===== src/rtl/crtc_sync_pkg.sv =====
package crtc_sync_pkg;

   typedef enum logic [1:0] {
      VARIANT_A = 2'd0,
      VARIANT_B = 2'd1,
      VARIANT_C = 2'd2,
      VARIANT_D = 2'd3
   } variant_e;

   // Horizontal counter is stepped before the width compare (variants C and D)
   function automatic logic hs_step_first(input logic [1:0] sel);
      return sel[1];
   endfunction

   // Vertical width field is honoured (variants A and D)
   function automatic logic vs_width_used(input logic [1:0] sel);
      return (sel == VARIANT_A) || (sel == VARIANT_D);
   endfunction

endpackage


===== src/rtl/crtc_timebase.sv =====
module crtc_timebase #(
   parameter int CHAR_W = 8,
   parameter int SCAN_W = 5,
   parameter int ROW_W  = 7
) (
   input  logic              clk,
   input  logic              rst,
   input  logic [CHAR_W-1:0] h_total,
   input  logic [SCAN_W-1:0] scan_max,
   input  logic [ROW_W-1:0]  v_total,
   output logic [CHAR_W-1:0] char_cnt,
   output logic              line_end,
   output logic              row_turn,
   output logic [ROW_W-1:0]  next_row
);

   logic [SCAN_W-1:0] scan_cnt;
   logic [ROW_W-1:0]  row_cnt;

   assign line_end = (char_cnt >= h_total);
   assign row_turn = line_end && (scan_cnt >= scan_max);
   assign next_row = (row_cnt >= v_total) ? '0 : ROW_W'(row_cnt + 1'b1);

   always_ff @(posedge clk) begin
      if (rst) begin
         char_cnt <= '0;
         scan_cnt <= '0;
         row_cnt  <= '0;
      end else if (line_end) begin
         char_cnt <= '0;
         if (row_turn) begin
            scan_cnt <= '0;
            row_cnt  <= next_row;
         end else begin
            scan_cnt <= SCAN_W'(scan_cnt + 1'b1);
         end
      end else begin
         char_cnt <= CHAR_W'(char_cnt + 1'b1);
      end
   end

   p_char_wrap_r2: assert property (@(posedge clk) disable iff (rst)
      line_end |=> (char_cnt == '0))
      else $error("character count did not wrap after line end");

   p_char_step_r2: assert property (@(posedge clk) disable iff (rst)
      !line_end |=> (char_cnt == CHAR_W'($past(char_cnt) + 1'b1)))
      else $error("character count skipped");

endmodule


===== src/rtl/crtc_hsync.sv =====
module crtc_hsync #(
   parameter int CHAR_W  = 8,
   parameter int SW_BITS = 4
) (
   input  logic               clk,
   input  logic               rst,
   input  logic               step_first,
   input  logic [CHAR_W-1:0]  char_cnt,
   input  logic [CHAR_W-1:0]  h_pos,
   input  logic [SW_BITS-1:0] width,
   output logic               hs
);

   logic [SW_BITS-1:0] cnt;
   logic [SW_BITS-1:0] cnt_next;
   logic               start;

   assign start    = (char_cnt == h_pos);
   assign cnt_next = SW_BITS'(cnt + 1'b1);

   always_ff @(posedge clk) begin
      if (rst) begin
         hs  <= 1'b0;
         cnt <= '0;
      end else if (start) begin
         if (step_first) begin
            hs  <= 1'b1;
            cnt <= '0;
         end else begin
            // compare the cleared count, then step it
            hs  <= (width != '0);
            cnt <= SW_BITS'(1);
         end
      end else if (hs) begin
         cnt <= cnt_next;
         hs  <= step_first ? (cnt_next != width) : (cnt != width);
      end
   end

   p_hs_rise_r2: assert property (@(posedge clk) disable iff (rst)
      $rose(hs) |-> $past(start))
      else $error("hsync rose without a start match");

   p_hs_zero_r4: assert property (@(posedge clk) disable iff (rst)
      (start && !step_first && width == '0) |=> !hs)
      else $error("zero width produced a pulse");

   p_hs_full_r5: assert property (@(posedge clk) disable iff (rst)
      (start && step_first) |=> hs)
      else $error("step-first variant did not start a pulse");

   p_hs_count_r3: assert property (@(posedge clk) disable iff (rst)
      (hs && !step_first) |-> (cnt != '0))
      else $error("compare-first count wrapped during a pulse");

endmodule


===== src/rtl/crtc_vsync.sv =====
module crtc_vsync #(
   parameter int SW_BITS = 4
) (
   input  logic               clk,
   input  logic               rst,
   input  logic               width_used,
   input  logic               line_end,
   input  logic               start,
   input  logic [SW_BITS-1:0] width,
   output logic               vs
);

   logic [SW_BITS-1:0] cnt;
   logic [SW_BITS-1:0] cnt_next;

   assign cnt_next = SW_BITS'(cnt + 1'b1);

   always_ff @(posedge clk) begin
      if (rst) begin
         vs  <= 1'b0;
         cnt <= '0;
      end else if (start) begin
         vs  <= 1'b1;
         cnt <= '0;
      end else if (vs && line_end) begin
         cnt <= cnt_next;
         vs  <= width_used ? (cnt_next != width) : (cnt_next != '0);
      end
   end

   p_vs_rise_r6: assert property (@(posedge clk) disable iff (rst)
      $rose(vs) |-> $past(start))
      else $error("vsync rose outside a frame start point");

   p_vs_line_r6: assert property (@(posedge clk) disable iff (rst)
      (vs && !line_end && !start) |=> vs)
      else $error("vsync ended mid scanline");

   p_vs_fixed_r8: assert property (@(posedge clk) disable iff (rst)
      (!width_used && $fell(vs)) |-> ($past(cnt) == '1))
      else $error("fixed vsync ended before sixteen lines");

endmodule


===== src/rtl/crtc_sync_gen.sv =====
module crtc_sync_gen #(
   parameter int CHAR_W  = 8,
   parameter int SCAN_W  = 5,
   parameter int ROW_W   = 7,
   parameter int SW_BITS = 4
) (
   input  logic                 clk,
   input  logic                 rst,
   input  logic [1:0]           personality,
   input  logic [CHAR_W-1:0]    h_total,
   input  logic [CHAR_W-1:0]    h_sync_pos,
   input  logic [ROW_W-1:0]     v_total,
   input  logic [SCAN_W-1:0]    scan_max,
   input  logic [ROW_W-1:0]     v_sync_pos,
   input  logic [2*SW_BITS-1:0] sync_width,
   output logic                 hsync,
   output logic                 vsync
);
   import crtc_sync_pkg::*;

   localparam int WREG_W = 2 * SW_BITS;

   generate
      if (SW_BITS < 2) begin : g_bad_sw
         $error("SW_BITS must be at least 2");
      end
      if (CHAR_W < SW_BITS || SCAN_W < 1 || ROW_W < 1) begin : g_bad_dims
         $error("counter widths too small for the sync counters");
      end
   endgenerate

   logic [CHAR_W-1:0]  char_cnt;
   logic               line_end;
   logic               row_turn;
   logic [ROW_W-1:0]   next_row;
   logic [SW_BITS-1:0] h_width;
   logic [SW_BITS-1:0] v_width;
   logic               v_start;

   assign h_width = sync_width[SW_BITS-1:0];
   assign v_width = sync_width[WREG_W-1:SW_BITS];
   assign v_start = row_turn && (next_row == v_sync_pos);

   crtc_timebase #(.CHAR_W(CHAR_W), .SCAN_W(SCAN_W), .ROW_W(ROW_W)) u_timebase (
      .clk      (clk),
      .rst      (rst),
      .h_total  (h_total),
      .scan_max (scan_max),
      .v_total  (v_total),
      .char_cnt (char_cnt),
      .line_end (line_end),
      .row_turn (row_turn),
      .next_row (next_row)
   );

   crtc_hsync #(.CHAR_W(CHAR_W), .SW_BITS(SW_BITS)) u_hsync (
      .clk        (clk),
      .rst        (rst),
      .step_first (hs_step_first(personality)),
      .char_cnt   (char_cnt),
      .h_pos      (h_sync_pos),
      .width      (h_width),
      .hs         (hsync)
   );

   crtc_vsync #(.SW_BITS(SW_BITS)) u_vsync (
      .clk        (clk),
      .rst        (rst),
      .width_used (vs_width_used(personality)),
      .line_end   (line_end),
      .start      (v_start),
      .width      (v_width),
      .vs         (vsync)
   );

   p_reset_r1: assert property (@(posedge clk)
      rst |=> (!hsync && !vsync))
      else $error("sync outputs not cleared by reset");

endmodule


===== config.mk =====
export PLATFORM = sky130hd
export DESIGN_NAME = crtc_sync_gen
export DESIGN_NICKNAME = d
export VERILOG_FILES = /design/src/rtl/crtc_sync_pkg.sv /design/src/rtl/crtc_timebase.sv /design/src/rtl/crtc_hsync.sv /design/src/rtl/crtc_vsync.sv /design/src/rtl/crtc_sync_gen.sv
export SDC_FILE = /design/constraint.sdc
export NUM_CORES = 1
export LEC_CHECK = 0
export ABC_AREA = 1
export BUFFER_PORTS_ARGS = -buffer_cell sky130_fd_sc_hd__buf_4
export CELL_PAD_IN_SITES_DETAIL_PLACEMENT = 1
export CELL_PAD_IN_SITES_GLOBAL_PLACEMENT = 1
export CORE_ASPECT_RATIO = 1.2
export CORE_MARGIN = 4
export CORE_UTILIZATION = 42
export CTS_CLUSTER_SIZE = 12
export DETAILED_ROUTE_END_ITERATION = 8
export PLACE_DENSITY_LB_ADDON = 0.1
export SLEW_MARGIN = 20
export SYNTH_ARGS = -nofsm -noshare
export SYNTH_HDL_FRONTEND = slang
export SYNTH_HIERARCHICAL = 1
export SYNTH_SLANG_ARGS = --single-unit

===== constraint.sdc =====
create_clock -name clk -period 3.5 [get_ports clk]
set_input_delay 0.35 -clock clk [delete_from_list [all_inputs] [get_ports clk]]
set_output_delay 0.35 -clock clk [all_outputs]
set_load 0.005 [all_outputs]

Word level (Yosys, flattened, before mapping)
Index checks and enable logic that the tools add are counted.
{"block": "word_totals", "ff_bits": 30, "output_inout_bits": 2, "wordCells": 45}
{"block": "op_classes", "addsub": 5, "magnitude_cmp": 3, "eq_ne": 6, "mux": 12, "reduce_logical": 12}
{"op": "$ne 4x4->1", "n": 3}
{"op": "$add 4x1->4 const B", "n": 2}
{"op": "$add 8x1->8 const B", "n": 1}
{"op": "$eq 8x8->1", "n": 1}
{"op": "$ge 8x8->1", "n": 1}
{"op": "$mux 1", "n": 8}
{"op": "$mux 4", "n": 2}
{"op": "$reduce_bool 4->1", "n": 2}
{"op": "$add 7x1->7 const B", "n": 1}
{"op": "$eq 7x7->1", "n": 1}
{"op": "$ge 7x7->1", "n": 1}
{"op": "$mux 7", "n": 1}
{"op": "$add 5x1->5 const B", "n": 1}
{"op": "$ge 5x5->1", "n": 1}
{"op": "$mux 5", "n": 1}
{"op": "$reduce_bool 2->1", "n": 2}
{"op": "$reduce_or 2->1", "n": 2}
{"op": "$logic_and 1x1->1", "n": 3}
{"op": "$eq 2x2->1 const B", "n": 1}
{"op": "$logic_not 2->1", "n": 1}
{"op": "$reduce_and 2->1", "n": 1}
{"op": "$logic_or 1x1->1", "n": 1}

Longest topological paths before layout
Gate-level depths: netlist (run 1).
{"block": "depth", "word_depth": 5, "ltp_mapped": 18, "mapped_depth_nobuf": 18}

By module
Netlist (run 1), hierarchy kept.
{"module": "crtc_timebase", "n_inst": 1, "cells_per_inst": 228, "area_per_inst_um2": 1597.8, "seq_area_each_um2": 400.4}
{"module": "crtc_hsync", "n_inst": 1, "cells_per_inst": 111, "area_per_inst_um2": 564.3, "seq_area_each_um2": 100.1}
{"module": "crtc_vsync", "n_inst": 1, "cells_per_inst": 58, "area_per_inst_um2": 362.8, "seq_area_each_um2": 100.1}
{"module": "crtc_sync_gen", "n_inst": 1, "cells_per_inst": 41, "area_per_inst_um2": 158.9, "seq_area_each_um2": 0.0}

Worst setup path before layout (run 1)
Ideal clock, no wire load.
{"block": "synth_timing", "path_kind": "input to register", "startpoint": "input port v_total[6]", "endpoint": "register u_vsync.cnt[3]", "setup_time_ns": 0.116, "arrival_ns": 1.892, "t_required_ns": 3.384, "setup_slack_ns": 1.492, "path_stages": 16, "cell_sequence": "inv_1 > ha_1 > nand2_1 > inv_1 > a21oi_2 > nand3_1 > a21oi_1 > inv_1 > nand2_1 > nand2_1 > nor2_1 > nand2_1 > nor2_1 > nor2_1 > o211ai_1 > inv_1"}
{"block": "synth_between", "elab_chain_cells": 5}
{"item": "from (decl)", "line": "crtc_sync_gen.sv:12", "rtl": "input logic [ROW_W-1:0] v_total,"}
{"item": "$ge 7x7->1", "line": "crtc_timebase.sv:22", "rtl": "assign next_row = (row_cnt >= v_total) ? '0 : ROW_W'(row_cnt + 1'b1);"}
{"item": "$mux 7", "line": "crtc_timebase.sv:22"}
{"item": "via next_row[5]", "line": "crtc_sync_gen.sv:35", "rtl": "logic [ROW_W-1:0] next_row;"}
{"item": "$eq 7x7->1", "line": "crtc_sync_gen.sv:42", "rtl": "assign v_start = row_turn && (next_row == v_sync_pos);"}
{"item": "$logic_and 1x1->1", "line": "crtc_sync_gen.sv:42"}
{"item": "via v_start", "line": "crtc_sync_gen.sv:38", "rtl": "logic v_start;"}
{"item": "$reduce_or 2->1 (no line)"}
{"item": "to (signal assigned)", "line": "crtc_vsync.sv:26", "rtl": "cnt <= cnt_next;"}
{"item": "to (decl)", "line": "crtc_vsync.sv:13", "rtl": "logic [SW_BITS-1:0] cnt;"}
The timed path passes the listed nets, and every way through them passes these cells.
A chain may end at the register's enable or synchronous reset.

Final worst setup path (run 1)
{"block": "layout_timing", "startpoint": "register u_timebase.char_cnt[5]", "endpoint": "register u_vsync.cnt[1]"}
{"block": "layout_between", "elab_chain_cells": 4, "elab_cells_between_ends": 5, "cone_classes": "order compare: 1; reduce/logical: 4"}
{"item": "from (decl)", "line": "crtc_timebase.sv:11", "rtl": "output logic [CHAR_W-1:0] char_cnt,"}
{"item": "from (signal assigned)", "line": "crtc_timebase.sv:38", "rtl": "char_cnt <= CHAR_W'(char_cnt + 1'b1);"}
{"item": "$ge 8x8->1", "line": "crtc_timebase.sv:20", "rtl": "assign line_end = (char_cnt >= h_total);"}
{"item": "via line_end", "line": "crtc_sync_gen.sv:33", "rtl": "logic line_end;"}
{"item": "$logic_and 1x1->1", "line": "crtc_timebase.sv:21", "rtl": "assign row_turn = line_end && (scan_cnt >= scan_max);"}
{"item": "via row_turn", "line": "crtc_sync_gen.sv:34", "rtl": "logic row_turn;"}
{"item": "$logic_and 1x1->1", "line": "crtc_sync_gen.sv:42"}
{"item": "via v_start", "line": "crtc_sync_gen.sv:38"}
{"item": "$reduce_or 2->1 (no line)"}
The timed path passes the listed nets, and every way through them passes these cells.

==> metrics, run 1 <==
Synth Cell Area 2680 um^2; yosys warns 6; DIE HEIGHT 95.6 um; WS Path Type register to register; vias 2834; Mean Syn Cell Area approximately 6.1 um^2; pre-CTS WS around 1.1 ns; RR Startpoint u_timebase/char_cnt[5]$_SDFF_PP0_; dpl hpwl between 5000 and 6000 um; first-pass GRT wire length 12600 um; fraction of final layout cells sized beyond drive strength 1 around 16%; clock latency on the worst-skew pair about 0.29 ns; Min-Delay Path Class input pin to register; Core Region 6130 um^2; CTS max path bufs 2; metal1 wirelength roughly 3000 um; CP Capture Type register; WL met2 around 4000 um; Worst Skew 0.00577 ns; WL/cell about 13 um; DRT Wirelength 7290 um; R2R setup slack 1.12 ns; maximum vdd drop 0.198 mV; CP Max Fanout 16; status finished, final reports clean; H-tree Lvls 2; Yosys reg bits 30; sequential share of the synthesized area 22.4%; nets about 570; final hold violations 0; Syn-to-layout area delta 22.0%; DIE AREA slightly below 8000 um^2; initial antenna violation count 0; Rel. slew slack ~72%; WP data arrival about 2.6 ns; Post-Syn Nets 511; WP data required 3.72 ns; FP Rows 31; Power Density 286 nW/um^2; filler instances 903; Vias per Instance 4.93; Max Cap Violations 0; CTS Hold Buffers Added 0; Final Setup Violations 0; critical path startpoint u_timebase/char_cnt[5]$_SDFF_PP0_; leakage 1.84 nW; Mapped Cells 438; final design utilization 53.4%; Critical Path End u_vsync/cnt[1]$_SDFFE_PP0P_; post-route clock period utilization 67.9%; total CTS buffers 5; crit start category register; Setup TNS 0 ns; DP Cell Count 567; CTS tree built; root buf cell clkbuf_8; Slew Viols, Final 0; I/O Pins 49; GRT Total Usage 20.4%; Port Buffers 48; initial DRC count 61; DRC 0; Min Clock Period, post-route 2.38 ns; Final Wtd Congestion 0.779; total clock sinks 30; vias in the first global route 2993; RSZ-0062 raised after global routing no; RR Endpoint u_vsync/cnt[1]$_SDFFE_PP0P_; Reg2Reg Depth 14; die span in x 81.0 um; gr ovfl total 0; Slew @ Worst Pin 0.413 ns; Hold Path Cell Cnt 2; Top Layer Used met4; antenna-violating nets left 0; Resized Gates After CTS 0; Initial Utilization 43.8%; postcts setup bufs 0; number of diodes 0; wire length on met3 228 um; Final Non-Filler Cells around 580; first-pass iteration count of the detailed router 4; largest net degree at the start of global routing 17; synth unique cells 29; clk slew on worst S/H paths 0.07 ns; achievable clock frequency 421 MHz; worst setup margin ~1.1 ns
## layout make-up
cell class / count / area (um^2) / share of cell area (%)
multi-input combinational: 314 / 1720 / 52.5
sequential: 30 / 601 / 18.3
timing repair buffer: 48 / 360 / 11.0
inverter: 93 / 349 / 10.7
tap: 82 / 103 / 3.13
clock buffer: 6 / 82.6 / 2.52
clock inverter: 2 / 60.1 / 1.83
## worst min-delay path by stage
stage	from	end
2_1_floorplan	rst	u_vsync/vs$_SDFFE_PP0P_
3_3_place_gp	u_timebase/char_cnt[0]$_SDFF_PP0_	u_timebase/char_cnt[0]$_SDFF_PP0_
3_5_place_dp	u_timebase/char_cnt[0]$_SDFF_PP0_	u_timebase/char_cnt[0]$_SDFF_PP0_
4_1_cts	rst	u_vsync/vs$_SDFFE_PP0P_
5_1_grt	rst	u_vsync/vs$_SDFFE_PP0P_
6_report	rst	u_vsync/vs$_SDFFE_PP0P_
## kinds of logic (layout without fill, tap and decap cells)
kind of cell    Yosys count  count (layout)  synth area share (%)
compound gates           31              31                  6.39
xor+xnor                 14              14                  4.57
fa+ha+maj                26              26                  12.1
buf+inv                  94             149                  13.6
flops                    30              30                  22.4
simple gates            243             243                  41.0
## where the power goes
part | internal (mW) | switching (mW) | leakage, nW
clock | 0.304 | 0.143 | 0.0714
combinational | 0.0677 | 0.0708 | 1.52
sequential | 0.345 | 0.00630 | 0.242
## cell usage in the layout, fill, tap and decap left out, types with 3 or more instances in the layout
| cell | synthesis | final |
|---|---|---|
| nand3_2 | 3 | 3 |
| nand2_2 | 6 | 6 |
| dfxtp_1 | 30 | 30 |
| buf_4 | 0 | 48 |
| nand3b_1 | 3 | 3 |
| nand4_1 | 15 | 15 |
| nand3_1 | 22 | 22 |
| a21oi_2 | 3 | 3 |
| clkbuf_8 | 0 | 6 |
| xor2_1 | 7 | 7 |
| o21ai_0 | 5 | 5 |
| xnor2_1 | 7 | 7 |
| nand2_1 | 130 | 130 |
| a21oi_1 | 19 | 19 |
| ha_1 | 26 | 26 |
| nor2_1 | 54 | 54 |
| inv_1 | 90 | 90 |
## synth_stat cells
master      n  area, um^2
a21o_1      1        7.51
a21oi_1    19        95.1
a21oi_2     3        26.3
buf_8       1        15.0
clkinv_1    1        3.75
dfxtp_1    30         601
ha_1       26         325
inv_1      90         338
inv_2       2        7.51
nand2_1   130         488
nand2_2     6        37.5
nand2_4     1        11.3
nand3_1    22         110
nand3_2     3        30.0
nand3_4     1        17.5
nand3b_1    3        22.5
nand3b_4    1        20.0
nand4_1    15        93.8
nand4_4     1        21.3
nor2_1     54         203
nor2_2      1        6.26
nor2_4      2        22.5
nor3_1      2        10.0
o211ai_1    1        7.51
o21ai_0     5        25.0
o21ai_1     2        10.0
or2_2       1        6.26
xnor2_1     7        61.3
xor2_1      7        61.3
## state kept, by name, summed over array words and instances (netlist names)
register / count
u_hsync/cnt: 4
u_timebase/char_cnt: 8
u_timebase/row_cnt: 7
u_vsync/cnt: 4
u_hsync/hs: 1
u_vsync/vs: 1
u_timebase/scan_cnt: 5
## worst max-delay path, cell delays in order (launching register included)
cell and delay (ns):
dfxtp_1 0.47, ha_1 0.30, a21oi_1 0.15, nor2_1 0.08, nor2_4 0.15, nand3_4 0.22
nand2_4 0.18, inv_1 0.05, nand2_1 0.06, nor2_1 0.04, nand2_1 0.06, nor2_1 0.06
nor2_1 0.22, o21ai_0 0.14, a21oi_1 0.13
## per-stage QoR
step	hold slack (ns)	area [um^2]	total power [mW]
2_1_floorplan	0.412	2680	0.433
3_3_place_gp	0.463	3130	0.492
3_5_place_dp	0.474	3130	0.499
4_1_cts	0.271	3270	0.951
5_1_grt	0.281	3270	0.983
6_report	0.279	3270	0.937
## routing by layer
metal,vias to the layer above,global-route usage (%)
li1,1455,-
met1,1325,21.9
met2,43,40.2
met3,11,2.93
met4,0,5.77
met5,-,0
Power figures use the tool's default switching activity.
==> inputs of run 2 (changes only) <==
Settings changed: CORE_UTILIZATION 42 to 39.
Clock period 3.5 ns to 2.5 ns, I/O delays scaled along.
==> run 2 against run 1 <==
Compared with the run above:
- clock skew up 0.0038 ns
- non-clock buffer count up 1
- register-to-register slack worse by 0.85 ns
==> metrics, run 2 (synthesis results as in run 1) <==
largest stage delay on the critical path 0.38 ns (-0.09 ns); met3 Use GR 3.76% (+0.83 points); Rel. slew slack 75.0% (+2.7 points); DIE AREA 8280 um^2 (+7.0%); status finished, final reports clean; CTS tree built; CP Capture Type register; GRT Total Usage 18.1% (-2.2 points); total CTS buffers 5 (unchanged); CP max-delay cell dfxtp_1; H-tree Lvls 2 (unchanged); final design utilization 49.5% (-3.9 points); antenna-violating nets left 0 (unchanged); maximum vdd drop 0.183 mV (-7.4%); area of the multi-input gates 1730 um^2 (+0.80%); commonest non-fill, non-tap cells in the layout nand2_1 (130), inv_1 (90), nor2_1 (52); DIE HEIGHT 98.9 um (+3.5%); Max Cap Violations 0 (unchanged); die span in x 83.7 um (+3.4%); NetSw 0.295 mW (+34%); first-pass iteration count of the detailed router 4 (unchanged); WL/cell 12.2 um (-3.8%); Vias per Instance 4.85 (-1.6%); first-pass GRT wire length 12600 um (+0.55%); WS Path Type register to register; Fin Hold WS 0.196 ns (-0.0833 ns); Final Wtd Congestion 0.806 (+3.4%); M1 GR Usage 21.2% (-0.66 points); Initial Utilization 40.9% (-2.9 points); WP data arrival 2.39 ns (-0.21 ns); gr ovfl total 0 (unchanged); fraction of final layout cells sized beyond drive strength 1 17.0% (+1.2 points); initial antenna violation count 0 (unchanged); number of flip-flops in the largest register 8 (unchanged); Port Buffers 48 (unchanged); total clock sinks 30 (unchanged); post-route clock period utilization 89.1% (+21 points); Min-Delay Path Class input pin to register; commonest non-fill, non-tap cell in the layout nand2_1; largest net degree at the start of global routing 16 (-1); I/O Pins 49 (unchanged); clock latency on the worst-skew pair 0.29 ns (about the same); met2 usage 33.5% (-6.7 points); Resized Gates After CTS 0 (unchanged); CTS Hold Buffers Added 0 (unchanged); most used routing layer met2; Worst Skew 0.00959 ns (+0.00382 ns); Slew Viols, Final 0 (unchanged); dpl hpwl 5900 um (-1.2%); crit start category register; crit-path cells ha_1 -> nand2_1 -> inv_1 -> a21oi_2 -> nand3_2 -> nor2_1 -> inv_1 -> nand2_1 -> nand2_1 -> nor2_1 -> nand2_1 -> nor2_1 -> nor2_1 -> o21ai_0 -> a21oi_1; filler instances 961 (+6.4%); DRT Wirelength 7060 um (-3.2%); nets 566 (+0.18%); root buf cell clkbuf_8; postcts setup bufs 0 (unchanged); initial DRC count 70 (+15%); leakage 1.82 nW (-0.59%); vias in the first global route 2965 (-0.94%); Comb pwr share 17.7% (+2.9 points); Final Setup Violations 0 (unchanged); achievable clock frequency 449 MHz (+6.7%); biggest regs u_timebase/char_cnt: 8 flops, u_timebase/row_cnt: 7 flops, u_timebase/scan_cnt: 5 flops; R2R setup slack 0.27 ns (-0.85 ns); Syn-to-layout area delta 21.1%; Sw Ratio 26.9% (+3.4 points); Slew @ Worst Pin 0.373 ns (-0.0398 ns); WP data required 2.67 ns (-1.05 ns); Largest Register u_timebase/char_cnt; clk slew on worst S/H paths 0.07 ns (about the same); CTS max path bufs 2 (unchanged); Internal Dissipation 0.801 mW (+12%); Min Clock Period, post-route 2.23 ns (-0.150 ns); Core Region 6570 um^2 (+7.1%); Setup TNS 0 ns (unchanged); sequential power share 44.9% (+7.4 points); vias 2807 (-0.95%); register area 603 um^2 (+0.42%); FP Rows 32 (+3.2%); Clk pwr share 37.4% (-10 points); number of diodes 0 (unchanged); final hold violations 0 (unchanged); DRC 0 (unchanged); CP Max Fanout 4 (-12); Power Density 337 nW/um^2 (+18%)
[run 2: metrics by stage]
step / std cells / total power [mW] / setup WS [ns] / cell area, um^2
floorplan: 438 / 0.606 / 0.564 / 2680
global placement: 571 / 0.691 / 0.287 / 3140
detailed placement: 571 / 0.700 / 0.158 / 3140
CTS: 579 / 1.12 / 0.140 / 3230
global route: 579 / 1.16 / -0.0154 / 3250
finish: 579 / 1.10 / 0.273 / 3250
[run 2: power by group through the flow]
stage / Combinational, mW / Clock [mW] / Sequential (mW)
finish: 0.194 / 0.410 / 0.492
global route: 0.224 / 0.447 / 0.493
CTS: 0.198 / 0.427 / 0.492
detailed placement: 0.196 / 0 / 0.503
global placement: 0.188 / 0 / 0.503
floorplan: 0.106 / 0 / 0.500
[run 2: worst max-delay path, delay by kind of cell (launching register included)]
kind	cells	cell delay, ns
AND/OR/NAND/NOR	9	0.97
flip-flops	1	0.38
AO/OA/AOI/OAI	3	0.38
adder cells (fa/ha/maj)	1	0.27
buffers and inverters	2	0.12
[run 2: routing by layer]
layer  routed length [um]  share of wire (%)  vias to the layer above
li1                     -                  -                     1459
met1                 3030                 43                     1306
met2                 3690                 52                       37
met3                  275                3.9                        5
met4                   55               0.78                        0
met5                    0                  0                        -
[run 2: path summary, 6_finish.rpt]
check	to	depth (start not counted)	from
worst max register to register	u_vsync/cnt[2]$_SDFFE_PP0P_	15	u_timebase/row_cnt[6]$_SDFFE_PP0P_
worst min register to register	u_timebase/char_cnt[0]$_SDFF_PP0_	1	u_timebase/char_cnt[0]$_SDFF_PP0_
worst max-delay path	u_vsync/cnt[2]$_SDFFE_PP0P_	15	u_timebase/row_cnt[6]$_SDFFE_PP0P_
worst min-delay path	u_vsync/vs$_SDFFE_PP0P_	2	rst
[run 2: layout make-up]
class / count / area share, %
inverter: 93 / 10.7
clock buffer: 7 / 2.66
clock inverter: 1 / 0.154
sequential: 30 / 18.6
timing repair buffer: 49 / 11.3
tap: 85 / 3.27
multi-input combinational: 314 / 53.3
==> inputs of run 3 (changes only) <==
Settings changed: BUFFER_PORTS_ARGS -buffer_cell sky130_fd_sc_hd__buf_4 to -buffer_cell sky130_fd_sc_hd__buf_2, CAP_MARGIN from default to 20, CELL_PAD_IN_SITES_GLOBAL_PLACEMENT 1 to 2, CORE_UTILIZATION 39 to 29.
==> run 3 against run 2 <==
Compared with the run above:
- die area rose by 31%
- total power fell by 0.96%
- register-to-register slack improved by 0.06 ns
- clock power rose by 1%
- design area fell by 1.6%
- via count fell by 1.9%
- global-route usage fell by 3.9 points
- combinational power fell by 9%
- final cell count rose by 6.6%
- sequential power barely moved
- non-clock buffer count rose by 3
- sequential cell count did not move
- critical endpoint is now u_vsync/cnt[0]$_SDFFE_PP0P_
==> metrics, run 3 (synthesis results as in run 1) <==
Min Clock Period, post-route 2.17 ns (-0.0608 ns); Min-Delay Path Class input pin to register; commonest non-fill, non-tap cells in the layout nand2_1 (130), inv_1 (90), nor2_1 (51); Final Total Pwr 1.08 mW (-0.96%); critical path startpoint u_timebase/row_cnt[5]$_SDFFE_PP0P_; Final Wtd Congestion 0.770 (-4.5%); initial DRC count 55 (-21%); number of flip-flops in the largest register 8 (unchanged); WS Path Type register to register; H-tree Lvls 2 (unchanged); R2R setup slack 0.33 ns (+0.06 ns); CTS Hold Buffers Added 0 (unchanged); Initial Utilization 29.7% (-11 points); root buf cell clkbuf_8; vias 2755 (-1.9%); RR Startpoint u_timebase/row_cnt[5]$_SDFFE_PP0P_; Slew Viols, Final 0 (unchanged); biggest regs u_timebase/char_cnt: 8 flops, u_timebase/row_cnt: 7 flops, u_timebase/scan_cnt: 5 flops; CTS tree built; Vias per Instance 4.47 (-7.9%); Core Region 9030 um^2 (+38%); DIE AREA 10900 um^2 (+31%); most used cell along the critical path nand2_1; DRT Wirelength 7070 um (+0.17%); final hold violations 0 (unchanged); worst path buffer plus inverter count 2 (unchanged); CP Capture Type register; min-delay src rst; Reg2Reg Depth 15 (unchanged); RSZ-0062 raised after global routing no; Max Cap Violations 0 (unchanged); I/O Pins 49 (unchanged); achievable clock frequency 462 MHz (+2.8%); Setup TNS 0 ns (unchanged); crit-path cells ha_1 -> nand2_1 -> inv_1 -> a21oi_2 -> nand3_2 -> a21oi_2 -> inv_1 -> nand2_1 -> nand2_1 -> nor2_1 -> nand2_1 -> nor2_1 -> nor2_1 -> o21ai_0 -> a21oi_1; register area 602 um^2 (-0.21%); vias in the first global route 2901 (-2.2%); filler instances 1249 (+30%); Final Non-Filler Cells 617 (+6.6%); area of the multi-input gates 1740 um^2 (+0.14%); WL/cell 11.5 um (-6.0%); GRT Total Usage 14.2% (-3.9 points); CTS max path bufs 2 (unchanged); Power Density 339 nW/um^2 (+0.66%); Rel. slew slack 74.4% (-0.61 points); WP data required 2.67 ns (about the same); Slew @ Worst Pin 0.382 ns (+0.00883 ns); final design utilization 35.4% (-14 points); Port Buffers 48 (unchanged); Largest Register u_timebase/char_cnt; clk slew on worst S/H paths 0.07 ns (about the same); crit start category register; largest stage delay on the critical path 0.39 ns (about the same); clock latency on the worst-skew pair 0.28 ns (about the same); die span in x 95.8 um (+14%); Critical Path End u_vsync/cnt[0]$_SDFFE_PP0P_; RR Endpoint u_vsync/cnt[0]$_SDFFE_PP0P_; first-pass iteration count of the detailed router 4 (unchanged); CP Max Fanout 4 (unchanged); commonest non-fill, non-tap cell in the layout nand2_1; CP max-delay cell dfxtp_1; Final Setup Violations 0 (unchanged); total CTS buffers 5 (unchanged); nets 569 (+0.53%); largest net degree at the start of global routing 16 (unchanged); DP Cell Count 609 (+6.7%); Crit. path cell count 15 (unchanged); initial antenna violation count 0 (unchanged); gr ovfl total 0 (unchanged); antenna-violating nets left 0 (unchanged); number of diodes 0 (unchanged); dpl hpwl 5990 um (+1.5%); status finished, final reports clean; DRC 0 (unchanged); DIE HEIGHT 113 um (+15%); WP data arrival 2.33 ns (-0.06 ns); maximum vdd drop 0.146 mV (-21%); leakage 1.80 nW (-1.3%); total clock sinks 30 (unchanged); Resized Gates After CTS 0 (unchanged); Syn-to-layout area delta 19.2%; CP top delay family simple AND/OR/NAND/NOR gates; fraction of final layout cells sized beyond drive strength 1 17.5% (+0.50 points); post-route clock period utilization 86.7% (-2.4 points); postcts setup bufs 0 (unchanged); first-pass GRT wire length 12600 um (-0.27%); FP Rows 38 (+19%); Worst Skew 0.00446 ns (-0.00513 ns)
==> run 3: area by class of cell <==
cell class / instances / area share [%]
Multi-Input combinational cell: 314 / 54.3
Timing Repair Buffer: 52 / 8.45
Clock buffer: 7 / 2.70
Sequential cell: 30 / 18.8
Tap cell: 120 / 4.69
Inverter: 93 / 10.9
Clock inverter: 1 / 0.156
==> run 3: metrics by stage <==
stage          area [um^2]  setup slack [ns]  hold WS, ns
2_1_floorplan         2680             0.564        0.312
6_report              3200             0.334        0.263
3_5_place_dp          3090             0.174        0.491
3_3_place_gp          3090             0.251        0.463
5_1_grt               3200           0.00973        0.261
4_1_cts               3180             0.197        0.247
==> run 3: per-layer routing <==
layer	GRT usage (%)	vias up	wire length [um]
met2	25.6	38	3570
met3	2.44	5	224
met1	17.8	1253	3220
li1	-	1459	-
met4	2.28	0	50
met5	0	-	0
==> run 3: worst min-delay path by stage <==
| stage | endpoint | slack, ns | cells after the start |
|---|---|---|---|
| floorplan | u_vsync/vs$_SDFFE_PP0P_ | 0.31 | 1 |
| global placement | u_timebase/char_cnt[0]$_SDFF_PP0_ | 0.46 | 1 |
| detailed placement | u_timebase/char_cnt[0]$_SDFF_PP0_ | 0.49 | 1 |
| CTS | u_vsync/vs$_SDFFE_PP0P_ | 0.25 | 2 |
| global route | u_vsync/vs$_SDFFE_PP0P_ | 0.26 | 2 |
| finish | u_vsync/vs$_SDFFE_PP0P_ | 0.26 | 2 |
==> run 3: where the power goes <==
part           internal, mW  switching [mW]  total (mW)
Clock                 0.222           0.194       0.416
Combinational        0.0764           0.100       0.176
Sequential            0.483         0.00873       0.492
